===== src/rtl/hs_pkg.sv =====
package hs_pkg;

    typedef enum logic [2:0] {
        ST_SHUT  = 3'd0,
        ST_DEB   = 3'd1,
        ST_START = 3'd2,
        ST_ON    = 3'd3,
        ST_VFLT  = 3'd4,
        ST_OCUR  = 3'd5,
        ST_CFLT  = 3'd6
    } hs_state_e;

    localparam int MODE_W = 7;

    typedef struct packed {
        logic ov;
        logic uv_on;
        logic uv_off;
    } hs_sample_t;

    function automatic logic [MODE_W-1:0] mode_code(hs_state_e s);
        logic [MODE_W-1:0] one;
        one = {{(MODE_W-1){1'b0}}, 1'b1};
        return one << s;
    endfunction

    function automatic logic gate_driven(hs_state_e s);
        return (s == ST_START) || (s == ST_ON) || (s == ST_OCUR);
    endfunction

    function automatic logic sample_bad(hs_sample_t smp, logic gate_up);
        return smp.ov | (gate_up ? smp.uv_off : smp.uv_on);
    endfunction

endpackage


===== src/rtl/hs_tick_cnt.sv =====
module hs_tick_cnt #(
    parameter int LIMIT = 10
) (
    input  logic clk,
    input  logic rst,
    input  logic clr,
    input  logic tick,
    output logic done
);
    localparam int W = $clog2(LIMIT + 1);
    localparam logic [W-1:0] LAST = W'(LIMIT - 1);

    logic [W-1:0] cnt;

    assign done = tick && !clr && (cnt == LAST);

    always_ff @(posedge clk) begin
        if (rst || clr)
            cnt <= '0;
        else if (tick)
            cnt <= done ? '0 : cnt + 1'b1;
    end
endmodule


===== src/rtl/hs_seq.sv =====
module hs_seq
    import hs_pkg::*;
(
    input  logic      clk,
    input  logic      rst,
    input  logic      active,
    input  logic      strobe,
    input  logic      viol,
    input  logic      gate_hi,
    input  logic      oc,
    input  logic      timer_hit,
    input  logic      gate_low,
    input  logic      deb_done,
    input  logic      retry_done,
    output hs_state_e state,
    output logic      status,
    output logic      rearm
);
    hs_state_e nxt;
    logic      bad;

    assign bad = strobe && viol;

    always_comb begin
        nxt = state;
        if (!active) begin
            if (gate_low)
                nxt = ST_SHUT;
        end else if (rearm || state == ST_SHUT) begin
            nxt = ST_DEB;
        end else begin
            case (state)
                ST_DEB:   if (bad) nxt = ST_VFLT;
                          else if (deb_done) nxt = ST_START;
                ST_START: if (bad) nxt = ST_VFLT;
                          else if (oc) nxt = ST_OCUR;
                          else if (gate_hi) nxt = ST_ON;
                ST_ON:    if (bad) nxt = ST_VFLT;
                          else if (oc) nxt = ST_OCUR;
                ST_OCUR:  if (timer_hit) nxt = ST_CFLT;
                          else if (bad) nxt = ST_VFLT;
                          else if (!oc) nxt = status ? ST_ON : ST_START;
                ST_VFLT:  if (strobe && !viol) nxt = ST_DEB;
                ST_CFLT:  if (retry_done) nxt = ST_DEB;
                default:  nxt = ST_SHUT;
            endcase
        end
    end

    always_ff @(posedge clk) begin
        if (rst) begin
            state  <= ST_SHUT;
            status <= 1'b0;
            rearm  <= 1'b0;
        end else begin
            state <= nxt;
            rearm <= !active;
            if (!active || nxt == ST_VFLT || nxt == ST_CFLT)
                status <= 1'b0;
            else if (state == ST_START && gate_hi && !bad)
                status <= 1'b1;
        end
    end
endmodule


===== src/rtl/hs_ctrl.sv =====
module hs_ctrl
    import hs_pkg::*;
#(
    parameter int DEBOUNCE_TICKS = 40,
    parameter int STROBE_TICKS   = 10,
    parameter int REFRESH_TICKS  = 15,
    parameter int RETRY_TICKS    = 500,
    parameter bit AUTO_RETRY     = 1'b0
) (
    input  logic              clk,
    input  logic              rst,
    input  logic              tick,
    input  logic              enable,
    input  logic              lockout,
    input  logic              ov_flag,
    input  logic              uv_on_flag,
    input  logic              uv_off_flag,
    input  logic              gate_hi,
    input  logic              gate_droop,
    input  logic              gate_low,
    input  logic              oc_flag,
    input  logic              timer_hit,
    output logic              gate_en,
    output logic              gate_dis,
    output logic              div_strobe,
    output logic              pump_refresh,
    output logic              status_rel,
    output logic              timer_chg,
    output logic [MODE_W-1:0] mode
);
    hs_state_e  state;
    hs_sample_t smp;
    logic       active, rearm, viol;
    logic       deb_done, retry_done, ref_done;
    logic       in_on;

    assign active = enable && !lockout;
    assign smp    = '{ov: ov_flag, uv_on: uv_on_flag, uv_off: uv_off_flag};
    assign viol   = sample_bad(smp, gate_driven(state));
    assign in_on  = active && (state == ST_ON);

    hs_tick_cnt #(.LIMIT(STROBE_TICKS)) u_strobe (
        .clk(clk), .rst(rst), .clr(!active), .tick(tick), .done(div_strobe)
    );

    hs_tick_cnt #(.LIMIT(DEBOUNCE_TICKS)) u_deb (
        .clk(clk), .rst(rst), .clr(!active || rearm || state != ST_DEB),
        .tick(tick), .done(deb_done)
    );

    hs_tick_cnt #(.LIMIT(REFRESH_TICKS)) u_ref (
        .clk(clk), .rst(rst), .clr(!in_on || gate_droop),
        .tick(tick), .done(ref_done)
    );

    generate
        if (AUTO_RETRY) begin : g_retry
            hs_tick_cnt #(.LIMIT(RETRY_TICKS)) u_retry (
                .clk(clk), .rst(rst), .clr(!active || state != ST_CFLT),
                .tick(tick), .done(retry_done)
            );
        end else begin : g_latch
            assign retry_done = 1'b0;
        end
    endgenerate

    hs_seq u_seq (
        .clk(clk), .rst(rst), .active(active), .strobe(div_strobe),
        .viol(viol), .gate_hi(gate_hi), .oc(oc_flag), .timer_hit(timer_hit),
        .gate_low(gate_low), .deb_done(deb_done), .retry_done(retry_done),
        .state(state), .status(status_rel), .rearm(rearm)
    );

    assign gate_en      = active && gate_driven(state);
    assign gate_dis     = !gate_en;
    assign timer_chg    = active && (state == ST_OCUR) && oc_flag;
    assign pump_refresh = in_on && (gate_droop || ref_done);
    assign mode         = mode_code(state);
endmodule


===== config.mk =====
export PLATFORM = sky130hd
export DESIGN_NAME = hs_ctrl
export DESIGN_NICKNAME = d
export VERILOG_FILES = /design/src/rtl/hs_pkg.sv /design/src/rtl/hs_tick_cnt.sv /design/src/rtl/hs_seq.sv /design/src/rtl/hs_ctrl.sv
export SDC_FILE = /design/constraint.sdc
export NUM_CORES = 1
export LEC_CHECK = 0
export BUFFER_PORTS_ARGS = -buffer_cell sky130_fd_sc_hd__buf_2
export CORE_MARGIN = 2
export CORE_UTILIZATION = 53
export DETAILED_ROUTE_END_ITERATION = 8
export PLACE_DENSITY = 0.87
export SETUP_SLACK_MARGIN = 0.02
export SLEW_MARGIN = 40
export SYNTH_ARGS = -nofsm -noshare
export SYNTH_HDL_FRONTEND = slang
export SYNTH_SLANG_ARGS = --single-unit

===== constraint.sdc =====
create_clock -name clk -period 2.1 [get_ports clk]
set_clock_uncertainty 0.05 [all_clocks]
set_input_delay 0.42 -clock clk [delete_from_list [all_inputs] [get_ports clk]]
set_output_delay 0.42 -clock clk [all_outputs]
set_load 0.02 [all_outputs]

Word level (Yosys, flattened, before mapping)
Index checks and enable logic that the tools add are counted.
- register bits after elaboration: 19
- input port bits: 13
- output and inout port bits: 13
- word-level logic and storage cells: 81
- add/subtract/negate cells: 3
- eq/ne operators: 12
- shifts and indexed selects: 1
- multiplexer cells: 20
- bitwise operators: 1
- reduce and logical (&&, ||, !) cells: 38
- operator list (kind ; count):
    two-way mux 3 bit ; 14
    case mux 3 bit (6 select lines) ; 1
    logical AND 1 bit ; 16
    equality test 3 bit, second input constant ; 5
    logical OR 1 bit ; 12
    adder 4 x 1 -> 4 bit, second input constant ; 2
    equality test 4 bit, second input constant ; 2
    logical NOT 1 bit ; 8
    two-way mux 4 bit ; 2
    left shift 1 x 3 -> 7 bit, first input constant ; 1
    adder 6 x 1 -> 6 bit, second input constant ; 1
    equality test 3 x 2 -> 1 bit, second input constant ; 2
    equality test 6 bit, second input constant ; 1
    two-way mux 6 bit ; 1
    equality test 3 x 1 -> 1 bit, second input constant ; 1
    logical NOT 3 bit ; 1
    inequality test 3 x 1 -> 1 bit, second input constant ; 1
    two-way mux 1 bit ; 2
    OR reduction 2 bit ; 1
    bitwise OR 1 bit ; 1

Logic depth before layout (Yosys ltp)
Gate-level depths: netlist of the first run.
- depth in word-level cells: 17
- depth in mapped cells: 8
- gate-level depth less buffers: 8

Modules after synthesis
A second synthesis of the first run with hierarchy kept.
- cells, all modules: 151
- area, all modules: 1325.0 µm²
- by module, submodules not included (module ; times used ; cells each ; area each (µm²) ; sequential area each (µm²)):
    hs_seq ; 1 ; 52 ; 471.7 ; 100.1
    hs_tick_cnt (u_ref ...) ; 2 ; 21 ; 196.4 ; 80.1
    hs_tick_cnt (u_deb) ; 1 ; 30 ; 285.3 ; 120.1
    hs_ctrl ; 1 ; 27 ; 175.2 ; 0.0

Least setup slack after synthesis of the first run
Ideal clock, no wire load.
- path type: register to output
- start point: register u_seq.state[1]
- end point: output gate_en
- data arrival time: 1.604 ns
- data required time: 1.630 ns
- path slack: 0.026 ns
- stages on the path, launching flop included: 6
- buffers on the path: 1
- path through: dfxtp_1 buf_2 nand2b_1 nor2_1 o21ai_0 inv_1
- word-level cells in the longest chain between the ends: 4
- elaborated cells between the ends (all ways): 6
- classes of those cells: eq/ne (3); reduce/logical (3)
- RTL lines (item ; line ; source):
    start: declaration ; hs_seq.sv:15 ; output hs_state_e state,
    start signal: assignment ; hs_seq.sv:56 ; state <= nxt;
    equality test 3 x 2 -> 1 bit ; hs_pkg.sv:28 ; return (s == ST_START) || (s == ST_ON) || (s == ST_OCUR);
    logical OR 1 bit ; hs_pkg.sv:28 ;
    logical OR 1 bit * ; hs_pkg.sv:28 ;
    logical AND 1 bit * ; hs_ctrl.sv:74 ; assign gate_en = active && gate_driven(state);
    end: declaration ; hs_ctrl.sv:23 ; output logic gate_en,
Every way passes the cells marked *; elsewhere a longest branch is shown, timed or not.

Worst setup path in the final report of the first run
- start point: register u_seq.state[2]
- end point: output pump_refresh
- word-level cells in the longest chain between the ends: 9
- RTL lines (item ; line ; source):
    equality test 3 x 2 -> 1 bit * ; hs_ctrl.sv:40 ; assign in_on = active && (state == ST_ON);
    logical AND 1 bit * ; hs_ctrl.sv:40 ;
    logical NOT 1 bit ; hs_ctrl.sv:52 ; .clk(clk), .rst(rst), .clr(!in_on || gate_droop),
    logical OR 1 bit ; hs_ctrl.sv:52 ;
    logical NOT 1 bit ; hs_tick_cnt.sv:15 ; assign done = tick && !clr && (cnt == LAST);
    logical AND 1 bit (2 in series) ; hs_tick_cnt.sv:15 ;
    logical OR 1 bit ; hs_ctrl.sv:77 ; assign pump_refresh = in_on && (gate_droop || ref_done);
    logical AND 1 bit * ; hs_ctrl.sv:77 ;
    end: declaration ; hs_ctrl.sv:26 ; output logic pump_refresh,
Marks and branches as above.

==> results of run 1 <==
-- cells by family (layout without fill, tap and decap cells) --
| logic type | count (synthesis) | after routing | share of synthesized area [%] |
|---|---|---|---|
| adder cells (fa/ha/maj) | 5 | 5 | 5.30 |
| buffers and inverters | 13 | 43 | 4.66 |
| AND/OR/NAND/NOR | 74 | 74 | 31.5 |
| flip-flops | 19 | 19 | 32.2 |
| XOR/XNOR | 8 | 8 | 5.93 |
| AO/OA/AOI/OAI | 29 | 29 | 17.5 |
| multiplexers | 3 | 3 | 2.97 |
-- critical path, stage by stage, from the launching register on --
cell     delay, ns
dfxtp_1       0.35
buf_4         0.17
nor2b_1       0.17
nand2_1       0.13
nor3_1        0.20
buf_2         0.19
-- layout make-up --
class	instances	area [um^2]	area share, %
inverters	8	30.0	2.15
flip-flops and latches	19	385	27.6
well taps	28	35.0	2.51
clock buffers	3	22.5	1.61
clock inverters	1	5.00	0.358
multi-input cells	119	748	53.6
repair buffers	31	170	12.2
-- metal layers --
metal	vias to the layer above	part of all wire (%)	routed length, um	GRT usage [%]
li1	587	-	-	-
met1	540	40	1110	25.3
met2	58	49	1360	43.9
met3	17	6.2	172	3.22
met4	0	5.3	147	18.0
met5	-	0	0	0
-- final timing paths --
path | startpoint | to | slack [ns] | cells past startpoint
worst max-delay path | u_seq.state[2]$_SDFF_PP0_ | pump_refresh | 0.11 | 5
worst min-delay path | rst | u_seq.state[0]$_SDFF_PP0_ | 0.27 | 2
worst max register to register | u_seq.state[2]$_SDFF_PP0_ | u_seq.status$_SDFFE_PP0P_ | 0.26 | 6
worst min register to register | u_ref.cnt[3]$_SDFFE_PP0P_ | u_ref.cnt[3]$_SDFFE_PP0P_ | 0.45 | 2
-- flip-flops by register name (all words and copies together) (netlist names) --
register,count
u_strobe.cnt,4
u_seq.rearm,1
u_seq.status,1
u_deb.cnt,6
u_ref.cnt,4
u_seq.state,3
-- through the flow --
stage	TNS, ns	hold WS (ns)	instances	power [uW]	instance area, um^2
final	0	0.275	209	631	1400
after global routing	-0.0206	0.291	209	656	1400
after CTS	0	0.272	209	637	1390
after detailed placement	0	0.437	205	450	1360
after global placement	0	0.418	205	447	1360
after floorplan	0	0.408	151	419	1180
-- report_power, final --
group | internal, uW | switching (uW) | total [uW]
sequential | 364 | 4.68 | 368
combinational | 32.8 | 42.5 | 75.3
clock | 71.3 | 116 | 187
total | 468 | 163 | 631
-- cells in the final DEF, fill, tap and decap left out, types with 2 or more instances in the layout --
master | netlist | layout
buf_2 | 2 | 25
nand4_1 | 3 | 3
nand2b_1 | 6 | 6
xnor2_1 | 2 | 2
nor2_1 | 26 | 25
o21ai_0 | 5 | 5
nand3_1 | 4 | 4
clkbuf_4 | 0 | 3
nor2b_1 | 6 | 6
dfxtp_2 | 0 | 4
xor2_1 | 6 | 6
nor3_1 | 8 | 8
buf_4 | 1 | 6
nand2_1 | 12 | 12
o32ai_1 | 2 | 2
mux2i_1 | 2 | 2
a21oi_1 | 6 | 6
dfxtp_1 | 19 | 15
a31oi_1 | 2 | 2
or3_1 | 2 | 2
inv_1 | 7 | 7
ha_1 | 5 | 5
==> flow_summary.ini, run 1 <==
[clocking]
cts_setup_buffers = 0
cts_hold_buf = 0
cts.path.max_buffers = 2
cts_root_buf = clkbuf_4
clock-sinks = 19
cts_buffers = 3
htree_levels = 1
clkLatencyLatePin_ns = 0.31
cts_tree = yes
cts_resized = 0
clk_pin_slew_ns = 0.11

[power]
p_leak_uw = 0.000574
worst_ir_drop_vdd_mv = 0.371
p_per_area_nw_per_um2 = 452

[synth]
ys_seq_elements = 19
synth_top_area_share_pct = 32.2
synth_nets = 169
synthCells = 151
synth_edf_count = 0
syn_avg_cell_area_um2 = 7.82
yosys_warnings = 0
synth_top_area_cell = dfxtp_1
netlist_area_um2 = 1180
ys_types = 44
synth_common_cells = nor2_1, dfxtp_1, nand2_1
synth.most_common_cell = nor2_1
seq_area_frac_synth_pct = 32.2
synth-main-ff-cell = dfxtp_1
synth.area.top_cells = dfxtp_1, nor2_1, ha_1
async_flop_share_pct = 0

[placement]
io_buffers = 25
dpl.hpwl_mm = 2.22
dp_slack_ns = 0.147
gp_congestion = 0.924

[sta]
worst_slew_pin_slew_ns = 0.296
setup-violations-final = 0
hold_viol = 0
final_max_slew_viol_count = 0
slew_headroom_pct = 80.1
finalWorstSetupSlack_ns = 0.110
fin_crit_sh_pct = 94.8
max_freq_mhz = 502
rsz0062_at_grt = true
finalCriticalPeriod_ns = 1.99

[global_routing]
grt_pass1_vias = 1177
grt_max_degree = 12
gr-total-overflow = 0
track_usage_pct = 24.3
antenna_found_initial = 0
grt_first_pass_wirelength_mm = 4.82

[final_layout]
fill_cells = 183
final_util_pct = 65.0
drive_above_1_share_pct = 26.5
diodes = 0
area_growth_pct = 18.2
layout.nets = 200

[detailed_routing]
wl_mm = 2.79
dr.pass1.iters = 4
ant_nets = 0
routed_via_density = 5.75
drtIter0Drc = 33
wire_per_inst_um = 13.3
drc = 0
num_vias = 1202

[floorplanning]
dieWidth_um = 51.2
core_area_um2 = 2150
initial_core_util_pct = 55.0
dieArea_um2 = 2620
die_h_um = 51.2
num_rows = 17
io_pins = 26

[critical_path]
crit_required_ns = 1.63
start_kind = register
endpoint_kind = primary output
cp_max_fo = 10
path_class = reg -> out
cp.arrival_ns = 1.52

[worst_hold_path]
hold_path_class = in -> reg

[run]
drv_cap = 0

[outcome]
status = finished clean
No activity file was read; power rests on OpenSTA's default activity.
==> inputs of run 2 (changes only) <==
==> constraint.sdc (replaced) <==
create_clock -name clk -period 2.2 [get_ports clk]
set_clock_uncertainty 0.05 [all_clocks]
set_input_delay 0.22 -clock clk [delete_from_list [all_inputs] [get_ports clk]]
set_output_delay 0.22 -clock clk [all_outputs]
set_load 0.02 [all_outputs]
==> flow_summary.ini, run 2 (synthesis results as in run 1) <==
[clocking]
cts_buffers = 3
htree_levels = 1
clkLatencyLatePin_ns = 0.29
cts_resized = 0
cts_hold_buf = 0
clk_pin_slew_ns = 0.11
cts_root_buf = clkbuf_4
cts_tree = yes
cts.path.max_buffers = 2
cts_setup_buffers = 0
clock-sinks = 19

[global_routing]
antenna_found_initial = 0
gr-total-overflow = 0
grt_first_pass_wirelength_mm = 4.60
grt_max_degree = 14
track_usage_pct = 23.1
grt_pass1_vias = 1111

[critical_path]
worstReg2RegEnd = u_seq.status$_SDFFE_PP0P_
r2r_start = u_seq.state[1]$_SDFF_PP0_
worstRegToRegCells = 6
startpoint = u_seq.state[1]$_SDFF_PP0_
cp.arrival_ns = 1.67
start_kind = register
cp_max_fo = 9
endpoint_kind = primary output
path_class = reg -> out
crit_required_ns = 1.93
crit_end = gate_en
reg2reg_slack_ns = 0.37

[sta]
slew_headroom_pct = 78.1
tns_ns = 0
final_max_slew_viol_count = 0
setup-violations-final = 0
max_freq_mhz = 515
finalWorstSetupSlack_ns = 0.257
fin_crit_sh_pct = 88.3
hold_viol = 0
worst_slew_pin_slew_ns = 0.329
rsz0062_at_grt = false
finalCriticalPeriod_ns = 1.94

[detailed_routing]
drc = 0
wire_per_inst_um = 13.5
ant_nets = 0
wl_mm = 2.79
num_vias = 1181
routed_via_density = 5.73
drtIter0Drc = 22
dr.pass1.iters = 4

[placement]
gp_congestion = 0.887
io_buffers = 25
dp_slack_ns = 0.397
dpl.hpwl_mm = 2.22

[final_layout]
multi_input_area_um2 = 746
largest-register = u_deb.cnt
largest_registers = u_deb.cnt: 6 flops, u_ref.cnt: 4 flops, u_strobe.cnt: 4 flops
layout.nets = 197
seq_area_um2 = 380
most-common-layout-cells = nor2_1, buf_2, dfxtp_1
largest_reg_flops = 6
diodes = 0
fill_cells = 199
layout_commonest_cell = nor2_1
area_growth_pct = 15.7
drive_above_1_share_pct = 21.9

[worst_hold_path]
min_from = rst
hold_path_class = in -> reg

[power]
p_per_area_nw_per_um2 = 435
worst_ir_drop_vdd_mv = 0.352
p_leak_uw = 0.000551
total_power_uw = 595

[floorplanning]
dieWidth_um = 51.2
core_area_um2 = 2150
initial_core_util_pct = 55.0
io_pins = 26
dieArea_um2 = 2620
die_h_um = 51.2
num_rows = 17

[outcome]
status = finished clean

[run]
drv_cap = 0
run 2: cell count changes in the layout (fill, tap and decap cells not counted), sizes merged:
cell    delta
clkinv     +1
inv        -1
buf        -3
run 2: cell type report:
class                           count  share of cell area [%]
Clock buffer                        3                    1.65
Timing Repair Buffer               28                    10.8
Inverter                            8                    2.20
Sequential cell                    19                    27.8
Tap cell                           28                    2.56
Clock inverter                      1                   0.366
Multi-Input combinational cell    119                    54.6
run 2: worst min path at each step:
| stage | endpoint | slack [ns] | depth (start not counted) |
|---|---|---|---|
| floorplan | u_seq.state[2]$_SDFF_PP0_ | 0.24 | 1 |
| global placement | u_seq.rearm$_SDFF_PP0_ | 0.41 | 2 |
| detailed placement | u_seq.rearm$_SDFF_PP0_ | 0.41 | 2 |
| finish | u_seq.rearm$_SDFF_PP0_ | 0.1 | 2 |
| CTS | u_seq.rearm$_SDFF_PP0_ | 0.1 | 2 |
| global route | u_seq.rearm$_SDFF_PP0_ | 0.11 | 2 |
run 2: layer usage:
layer,wire [um],track usage (%),up-vias,part of all wire (%)
met2,1350,41.8,54,48
met4,58,10.4,0,2.1
met1,1200,27.1,538,43
li1,-,-,581,-
met3,186,2.63,8,6.7
met5,0,0,-,0
run 2: metrics by stage:
step	cell area [um^2]	hold slack [ns]	instances	utilization (%)
6_report	1370	0.0954	206	63.6
5_1_grt	1370	0.109	206	63.6
4_1_cts	1370	0.0957	206	63.6
3_5_place_dp	1340	0.413	202	62.3
3_3_place_gp	1340	0.409	202	62.3
2_1_floorplan	1180	0.242	151	-
run 2: critical path, cell delays in order, from the launching register on:
cell and delay (ns):
dfxtp_1 0.50, buf_4 0.20, nand2b_1 0.17, nor2_1 0.09, o21ai_0 0.21, inv_1 0.05, buf_2 0.15
run 2: power breakdown:
part | internal [uW] | switching (uW) | leakage (uW)
Clock | 67.6 | 107 | 0.0000177
Combinational | 29.1 | 41.7 | 0.000380
Sequential | 347 | 2.69 | 0.000154
